--- src/rtl/irq_gate_pkg.sv ---
package irq_gate_pkg;

  // Register select encoding; the order is fixed by software.
  typedef enum logic [1:0] {
    SEL_STATUS  = 2'd0,
    SEL_SAVED   = 2'd1,
    SEL_ENABLE  = 2'd2,
    SEL_PENDING = 2'd3
  } reg_sel_e;

  // Bit of the status register that acts as the global enable.
  localparam int GIE_POS = 0;

endpackage

--- src/rtl/irq_line_mask.sv ---
module irq_line_mask #(
  parameter int NUM_IRQ = 32
) (
  input  logic               clk,
  input  logic               rst_n,
  input  logic [NUM_IRQ-1:0] lines_i,
  input  logic               en_wr_i,
  input  logic [NUM_IRQ-1:0] en_wdata_i,
  output logic [NUM_IRQ-1:0] enable_o,
  output logic [NUM_IRQ-1:0] pending_o,
  output logic               any_pend_o
);

  logic [NUM_IRQ-1:0] en_q;
  logic [NUM_IRQ-1:0] en_d;

  // Next-state for the enable register.
  always_comb begin
    en_d = en_q;
    if (en_wr_i) en_d = en_wdata_i;
  end

  // Register with an explicit clock enable.
  always_ff @(posedge clk or negedge rst_n) begin
    if (!rst_n)       en_q <= '0;
    else if (en_wr_i) en_q <= en_d;
  end

  // One gate per line; levels pass straight through, nothing is held.
  genvar g;
  generate
    for (g = 0; g < NUM_IRQ; g++) begin : g_gate
      assign pending_o[g] = lines_i[g] & en_q[g];
    end
  endgenerate

  assign any_pend_o = |pending_o;
  assign enable_o   = en_q;


  en_hold_chk: assert property (@(posedge clk) disable iff (!rst_n)
    !en_wr_i |=> $stable(en_q));

endmodule

--- src/rtl/irq_status_ctl.sv ---
module irq_status_ctl #(
  parameter int STAT_W = 4
) (
  input  logic              clk,
  input  logic              rst_n,
  input  logic              exc_enter_i,
  input  logic              exc_return_i,
  input  logic              stat_wr_i,
  input  logic              saved_wr_i,
  input  logic [STAT_W-1:0] wdata_i,
  output logic [STAT_W-1:0] status_o,
  output logic [STAT_W-1:0] saved_o,
  output logic              gie_o
);
  import irq_gate_pkg::*;

  localparam logic [STAT_W-1:0] GIE_MASK = STAT_W'(1) << GIE_POS;

  logic [STAT_W-1:0] status_q, status_d;
  logic [STAT_W-1:0] saved_q,  saved_d;
  logic              status_ce, saved_ce;

  // Next-state: entry beats return, and both beat software writes.
  always_comb begin
    status_d = status_q;
    saved_d  = saved_q;
    if (exc_enter_i) begin
      saved_d  = status_q;
      status_d = status_q & ~GIE_MASK;
    end else begin
      if (exc_return_i)   status_d = saved_q;
      else if (stat_wr_i) status_d = wdata_i;
      if (saved_wr_i)     saved_d  = wdata_i;
    end
  end

  assign status_ce = exc_enter_i | exc_return_i | stat_wr_i;
  assign saved_ce  = exc_enter_i | saved_wr_i;

  always_ff @(posedge clk or negedge rst_n) begin
    if (!rst_n)         status_q <= '0;
    else if (status_ce) status_q <= status_d;
  end

  always_ff @(posedge clk or negedge rst_n) begin
    if (!rst_n)        saved_q <= '0;
    else if (saved_ce) saved_q <= saved_d;
  end

  assign status_o = status_q;
  assign saved_o  = saved_q;
  assign gie_o    = status_q[GIE_POS];


  enter_clears_gie_chk: assert property (@(posedge clk) disable iff (!rst_n)
    exc_enter_i |=> !gie_o);

  enter_saves_chk: assert property (@(posedge clk) disable iff (!rst_n)
    exc_enter_i |=> saved_q == $past(status_q));

  return_restores_chk: assert property (@(posedge clk) disable iff (!rst_n)
    (exc_return_i && !exc_enter_i) |=> status_q == $past(saved_q));

endmodule

--- src/rtl/irq_req_out.sv ---
module irq_req_out (
  input  logic clk,
  input  logic rst_n,
  input  logic any_pend_i,
  input  logic gie_i,
  input  logic exc_enter_i,
  output logic irq_o,
  output logic is_irq_o
);

  logic irq_q, irq_d;
  logic cls_q, cls_d;
  logic live;

  assign live = any_pend_i & gie_i;

  // Next-state.
  always_comb begin
    irq_d = live;
    cls_d = cls_q;
    if (exc_enter_i) cls_d = live;
  end

  always_ff @(posedge clk or negedge rst_n) begin
    if (!rst_n) irq_q <= 1'b0;
    else        irq_q <= irq_d;
  end

  always_ff @(posedge clk or negedge rst_n) begin
    if (!rst_n)           cls_q <= 1'b0;
    else if (exc_enter_i) cls_q <= cls_d;
  end

  assign irq_o    = irq_q;
  assign is_irq_o = cls_q;


  gie_masks_chk: assert property (@(posedge clk) disable iff (!rst_n)
    !gie_i |=> !irq_o);

  irq_raise_chk: assert property (@(posedge clk) disable iff (!rst_n)
    (gie_i && any_pend_i) |=> irq_o);

  spurious_cls_chk: assert property (@(posedge clk) disable iff (!rst_n)
    (exc_enter_i && !any_pend_i) |=> !is_irq_o);

  cls_hold_chk: assert property (@(posedge clk) disable iff (!rst_n)
    !exc_enter_i |=> $stable(is_irq_o));

endmodule

--- src/rtl/irq_gate_top.sv ---
module irq_gate_top #(
  parameter int NUM_IRQ = 32,
  parameter int STAT_W  = 4
) (
  input  logic               clk,
  input  logic               rst_n,
  input  logic [NUM_IRQ-1:0] irq_lines,
  input  logic               reg_wr,
  input  logic [1:0]         reg_addr,
  input  logic [NUM_IRQ-1:0] reg_wdata,
  output logic [NUM_IRQ-1:0] reg_rdata,
  input  logic               exc_enter,
  input  logic               exc_return,
  output logic               irq_to_core,
  output logic               exc_is_irq
);
  import irq_gate_pkg::*;

  localparam int PAD_W = NUM_IRQ - STAT_W;

  reg_sel_e           sel;
  logic               stat_wr, saved_wr, en_wr;
  logic [NUM_IRQ-1:0] enable, pending;
  logic               any_pend, gie;
  logic [STAT_W-1:0]  status, saved;

  assign sel      = reg_sel_e'(reg_addr);
  assign stat_wr  = reg_wr && (sel == SEL_STATUS);
  assign saved_wr = reg_wr && (sel == SEL_SAVED);
  assign en_wr    = reg_wr && (sel == SEL_ENABLE);
  // A write to SEL_PENDING decodes to nothing.

  irq_line_mask #(.NUM_IRQ(NUM_IRQ)) u_mask (
    .clk        (clk),
    .rst_n      (rst_n),
    .lines_i    (irq_lines),
    .en_wr_i    (en_wr),
    .en_wdata_i (reg_wdata),
    .enable_o   (enable),
    .pending_o  (pending),
    .any_pend_o (any_pend)
  );

  irq_status_ctl #(.STAT_W(STAT_W)) u_stat (
    .clk          (clk),
    .rst_n        (rst_n),
    .exc_enter_i  (exc_enter),
    .exc_return_i (exc_return),
    .stat_wr_i    (stat_wr),
    .saved_wr_i   (saved_wr),
    .wdata_i      (reg_wdata[STAT_W-1:0]),
    .status_o     (status),
    .saved_o      (saved),
    .gie_o        (gie)
  );

  irq_req_out u_out (
    .clk         (clk),
    .rst_n       (rst_n),
    .any_pend_i  (any_pend),
    .gie_i       (gie),
    .exc_enter_i (exc_enter),
    .irq_o       (irq_to_core),
    .is_irq_o    (exc_is_irq)
  );

  always_comb begin
    unique case (sel)
      SEL_STATUS:  reg_rdata = {{PAD_W{1'b0}}, status};
      SEL_SAVED:   reg_rdata = {{PAD_W{1'b0}}, saved};
      SEL_ENABLE:  reg_rdata = enable;
      SEL_PENDING: reg_rdata = pending;
      default:     reg_rdata = '0;
    endcase
  end


  pend_wr_ignored_chk: assert property (@(posedge clk) disable iff (!rst_n)
    (reg_wr && sel == SEL_PENDING && !exc_enter && !exc_return)
      |=> ($stable(enable) && $stable(status)));

endmodule

--- config.mk ---
export PLATFORM = sky130hd
export DESIGN_NAME = irq_gate_top
export DESIGN_NICKNAME = d
export VERILOG_FILES = /design/src/rtl/irq_gate_pkg.sv /design/src/rtl/irq_line_mask.sv /design/src/rtl/irq_status_ctl.sv /design/src/rtl/irq_req_out.sv /design/src/rtl/irq_gate_top.sv
export SDC_FILE = /design/constraint.sdc
export NUM_CORES = 1
export LEC_CHECK = 0
export BUFFER_PORTS_ARGS = -buffer_cell sky130_fd_sc_hd__buf_4
export CORE_MARGIN = 1
export CORE_UTILIZATION = 49
export DETAILED_ROUTE_END_ITERATION = 10
export PLACE_DENSITY_LB_ADDON = 0.05
export SLEW_MARGIN = 15
export SYNTH_ARGS = -nofsm -noshare
export SYNTH_HDL_FRONTEND = slang
export SYNTH_HIERARCHICAL = 1
export SYNTH_SLANG_ARGS = --single-unit
export TNS_END_PERCENT = 20
--- constraint.sdc ---
create_clock -name clk -period 3.01 [get_ports clk]
set_clock_uncertainty 0.15 [all_clocks]
set_input_delay 0.7525 -clock clk [delete_from_list [all_inputs] [get_ports clk]]
set_output_delay 0.7525 -clock clk [all_outputs]
set_load 0.005 [all_outputs]
# Word-level counts from Yosys, hierarchy flattened
# Cells that the tools add are included.
# Widths: inputs -> output; s select.
totals:
  ff_bits: 42
classes:
  muxes: 6
  eq_ne: 3
  reduce_logical: 11
  n_bitwise: 37
op_table:
  columns: ["op", "n"]
  rows:
  - ["$pmux 32 s4", 1]
  - ["$and 1x1->1", 33]
  - ["$reduce_or 32->1", 1]
  - ["$mux 4", 4]
  - ["$eq 2x2->1 const B", 2]
  - ["$reduce_and 2->1", 2]
  - ["$reduce_bool 2->1", 2]
  - ["$logic_and 1x1->1", 3]
  - ["$or 1x1->1", 3]
  - ["$reduce_and 3->1", 1]
  - ["$reduce_bool 3->1", 1]
  - ["$eq 2x1->1 const B", 1]
  - ["$logic_not 2->1", 1]
  - ["$mux 1", 1]
  - ["$not 1->1", 1]

# Longest topological paths before layout
depth:
  depth_word: 5
  mapped_depth: 6

# Modules after synthesis
# The synthesis kept the hierarchy.
by_module_without_submodules:
  columns: ["module", "area_each_um2", "cells_each", "instances"]
  rows:
  - ["irq_line_mask", 1473.9, 113, 1]
  - ["irq_gate_top", 631.9, 71, 1]
  - ["irq_status_ctl", 402.9, 39, 1]
  - ["irq_req_out", 73.8, 4, 1]

# Least setup slack after synthesis
# No wires, ideal clock.
synth_timing:
  path_kind: "input to register"
  from: "in irq_lines[27]"
  to: "reg u_out.cls_q, in the netlist u_out/is_irq_o"
  t_required_ns: 2.735
  setup_slack_ns: 0.044
  arrival_ns: 2.691
  path_buffers: 0
  stages: 6
  setup_ns: 0.125
  cell_sequence: "and2_4 -> or4_1 -> or4_1 -> or4_1 -> and2_4 -> mux2_4"
synth_via:
  elab_chain_len: 3
synth_rtl:
  columns: ["element", "line_no", "text"]
  rows:
  - ["start, declared", "irq_gate_top.sv:7", "input logic [NUM_IRQ-1:0] irq_lines,"]
  - ["$and 1x1->1", "irq_line_mask.sv:33", "assign pending_o[g] = lines_i[g] & en_q[g];"]
  - ["$reduce_or 32->1", "irq_line_mask.sv:37", "assign any_pend_o = |pending_o;"]
  - ["via any_pend", "irq_gate_top.sv:24", "logic any_pend, gie;"]
  - ["$and 1x1->1", "irq_req_out.sv:15", "assign live = any_pend_i & gie_i;"]
  - ["via u_out.cls_d", "irq_req_out.sv:12", "logic cls_q, cls_d;"]
  - ["end signal, assigned", "irq_req_out.sv:31", "else if (exc_enter_i) cls_q <= cls_d;"]
  - ["end, declared", "irq_req_out.sv:12", null]
# The timed path passes the listed nets, and every way through them passes these cells.
# A chain may end at the register's enable or synchronous reset.

# Final worst setup path
layout_timing:
  from: "in irq_lines[12]"
  to: "reg u_out.cls_q, in the netlist u_out/is_irq_o"
layout_via:
  elab_chain_len: 3
layout_rtl:
  columns: ["element", "line_no", "text"]
  rows:
  - ["$and 1x1->1", "irq_line_mask.sv:33", null]
  - ["via pending[12]", "irq_gate_top.sv:23", "logic [NUM_IRQ-1:0] enable, pending;"]
  - ["$reduce_or 32->1", "irq_line_mask.sv:37", null]
  - ["via any_pend", "irq_gate_top.sv:24", null]
  - ["$and 1x1->1", "irq_req_out.sv:15", null]
  - ["via u_out.cls_d", "irq_req_out.sv:12", null]
# The timed path passes the listed nets, and every way through them passes these cells.

==> flow_summary.ini <==
[cts]
clkSlewWorstSetupHoldPaths_ns = 0.08
cts.repair.resized = 0
cts_tree = built
numCtsBuffers = 5
cts_setup_buffers = 0
clk-insertion-delay-late_ns = 0.29
htree_levels = 2
postCtsHoldBufs = 0
clockRootBuffer = clkbuf_8
numClockSinks = 42
clk_path_buf_depth = 2

[cells_and_area]
layout-drive-gt1-share_pct = 46.3
areaGrowthSynthToFinish_pct = 34.5
antenna_cells = 0
fin_util_pct = 68.4
nets = 396

[global_routing]
antenna_found_initial = 0
gr-usage-all-layers_pct = 21.4
grt_pass1_wl_um = 8910
grt_pass1_vias = 1969
grt_max_degree = 43
overflow = 0

[logic_synthesis]
synth_xor_area_share_pct = 0
synth_edf_count = 0
synth_top_family_by_area = multiplexers
synthMuxAreaShare_pct = 30.8
yosysTopAreaCell = dfrtp_1
ys.flop_type = dfrtp_1
ys_top_cells_by_count = 42 x dfrtp_1, 33 x mux2i_1, 30 x and2_1
synth_area_um2 = 2580
synthTopCellsByArea = dfrtp_1 41%, mux2i_1 13%, mux2_2 11%, and2_1 7.3%, nor2b_1 6.8%
async_flop_share_pct = 100
synth-adder-area-share_pct = 0
syn_area_per_cell_um2 = 11.4
ys_seq_elements = 42
synthMostInstantiatedCell = dfrtp_1
syn_nets = 298
seq_area_frac_synth_pct = 40.7
synth_compound_area_share_pct = 3.20
synthSimpleGateAreaFrac_pct = 21.1
synth_top_area_share_pct = 40.7
synthCells = 227
ys_types = 28
yosysWarningCount = 6

[detailed_routing]
drt_iter0_markers = 77
via_per_inst = 5.10
route.detailed.drc = 0
routedWlPerCell_um = 14.7
firstDrtPassIters = 4
drtAntennaViolNets = 0
routed_wl_um = 5800
vias = 2021

[flow_run]
cap_viol_max_count = 0

[sta]
clock.fmax_ghz = 0.350
period_minus_slack_ns = 2.85
fin_crit_sh_pct = 94.8
tightest_slew_ns = 0.613
timing.final.hold_violations = 0
setup_viol = 0
fin_ws_ns = 0.155
maxSlewHeadroom_pct = 59.0
slew_violations = 0
fin_tns_setup_ns = 0
rsz0062_at_grt = no

[placement]
gp_congestion = 0.886
dp_hpwl_um = 4350
io_buffers = 104
place_ws_ns = -0.167

[pwr]
powerDensity_nw_per_um2 = 461
vdd_drop_max_mv = 0.275
power.leakage_nw = 1.67

[worst_setup_path]
required_ns = 3.04
endpoint_kind = flop
startpoint_type = input port
crit_arrival_ns = 2.89
cp_max_fo = 2
r2r_cells = 6
path_class = input port to flop

[min_path]
min_path_type = input port to asynchronous set/reset pin

[run_status]
outcome = complete, no violations

[floorplanning]
die_area_um2 = 5560
die_w_um = 74.6
core_area_um2 = 5070
rows = 26
io_pins = 105
start_util_pct = 50.9
dieHeight_um = 74.6
==> per-layer routing <==
metal / global-route usage [%] / up-vias / wire length (um)
met2: 37.0 / 82 / 3070
met3: 5.83 / 2 / 393
met5: 0 / - / 0
li1: - / 993 / -
met4: 5.03 / 0 / 22
met1: 26.6 / 944 / 2320
==> cells in the final DEF, fill, tap and decap left out, drive strengths merged <==
cell and count:
a21oi 3, and2 33, and3b 2, buf 106, clkbuf 6, clkinv 1, clkinvlp 1, dfrtp 42
inv 2, mux2 33, mux2i 33, mux4 4, nand2 5, nand2b 2, nor2b 28, nor3b 1
o211a 1, o21ai 4, o22ai 6, or2 4, or4 9
==> sequential cells by signal, indices dropped and copies added (netlist names) <==
register and flops:
u_out/is_irq_o 1, u_stat/status_o 4, u_mask/enable_o 32, u_stat/saved_o 4, u_out/irq_o 1
==> power by group <==
part | internal (mW) | switching [mW] | leakage (nW)
Clock | 0.184 | 0.188 | 0.0472
Sequential | 0.666 | 0.0742 | 0.503
Combinational | 0.309 | 0.178 | 1.12
==> cells by family (layout without fill, tap and decap cells) <==
kind of cell           Yosys count  count (layout)
AO/OA/AOI/OAI                   14              14
multiplexers                    70              70
AND/OR/NAND/NOR                 84              84
buffers and inverters           17             116
flip-flops                      42              42
==> path summary, 6_finish.rpt <==
path                                       end                 from  slack [ns]
max in group asynchronous  u_mask/enable_o[15]                rst_n        2.04
min                         u_stat/status_o[3]                rst_n        0.29
max reg2reg                     u_out/is_irq_o  u_mask/enable_o[12]        0.34
min reg2reg                u_mask/enable_o[17]  u_mask/enable_o[17]        0.36
min in group clk           u_mask/enable_o[17]  u_mask/enable_o[17]        0.36
max                             u_out/is_irq_o        irq_lines[12]        0.16
==> cell type report <==
cell class / instances / area [um2]
well taps: 70 / 87.6
inverters: 2 / 7.51
fillers: 434 / 1600
clock inverters: 2 / 12.5
clock buffers: 6 / 82.6
flip-flops and latches: 42 / 1050
multi-input cells: 168 / 1420
repair buffers: 106 / 808
==> critical path, stage by stage <==
cell	delay [ns]
buf_4	0.11
and2_4	0.14
or4_1	0.52
or4_1	0.42
or4_1	0.52
and2_4	0.17
mux2_4	0.24
==> stage by stage <==
step                cells  instance area, um2  total power, mW  hold slack, ns
floorplan             227                2580             1.02           0.307
global placement      388                3380             1.23           0.335
detailed placement    388                3380             1.24           0.340
CTS                   396                3470             1.62           0.304
global route          396                3470             1.71           0.319
finish                396                3470             1.60           0.286
Power figures use the tool's default switching activity.
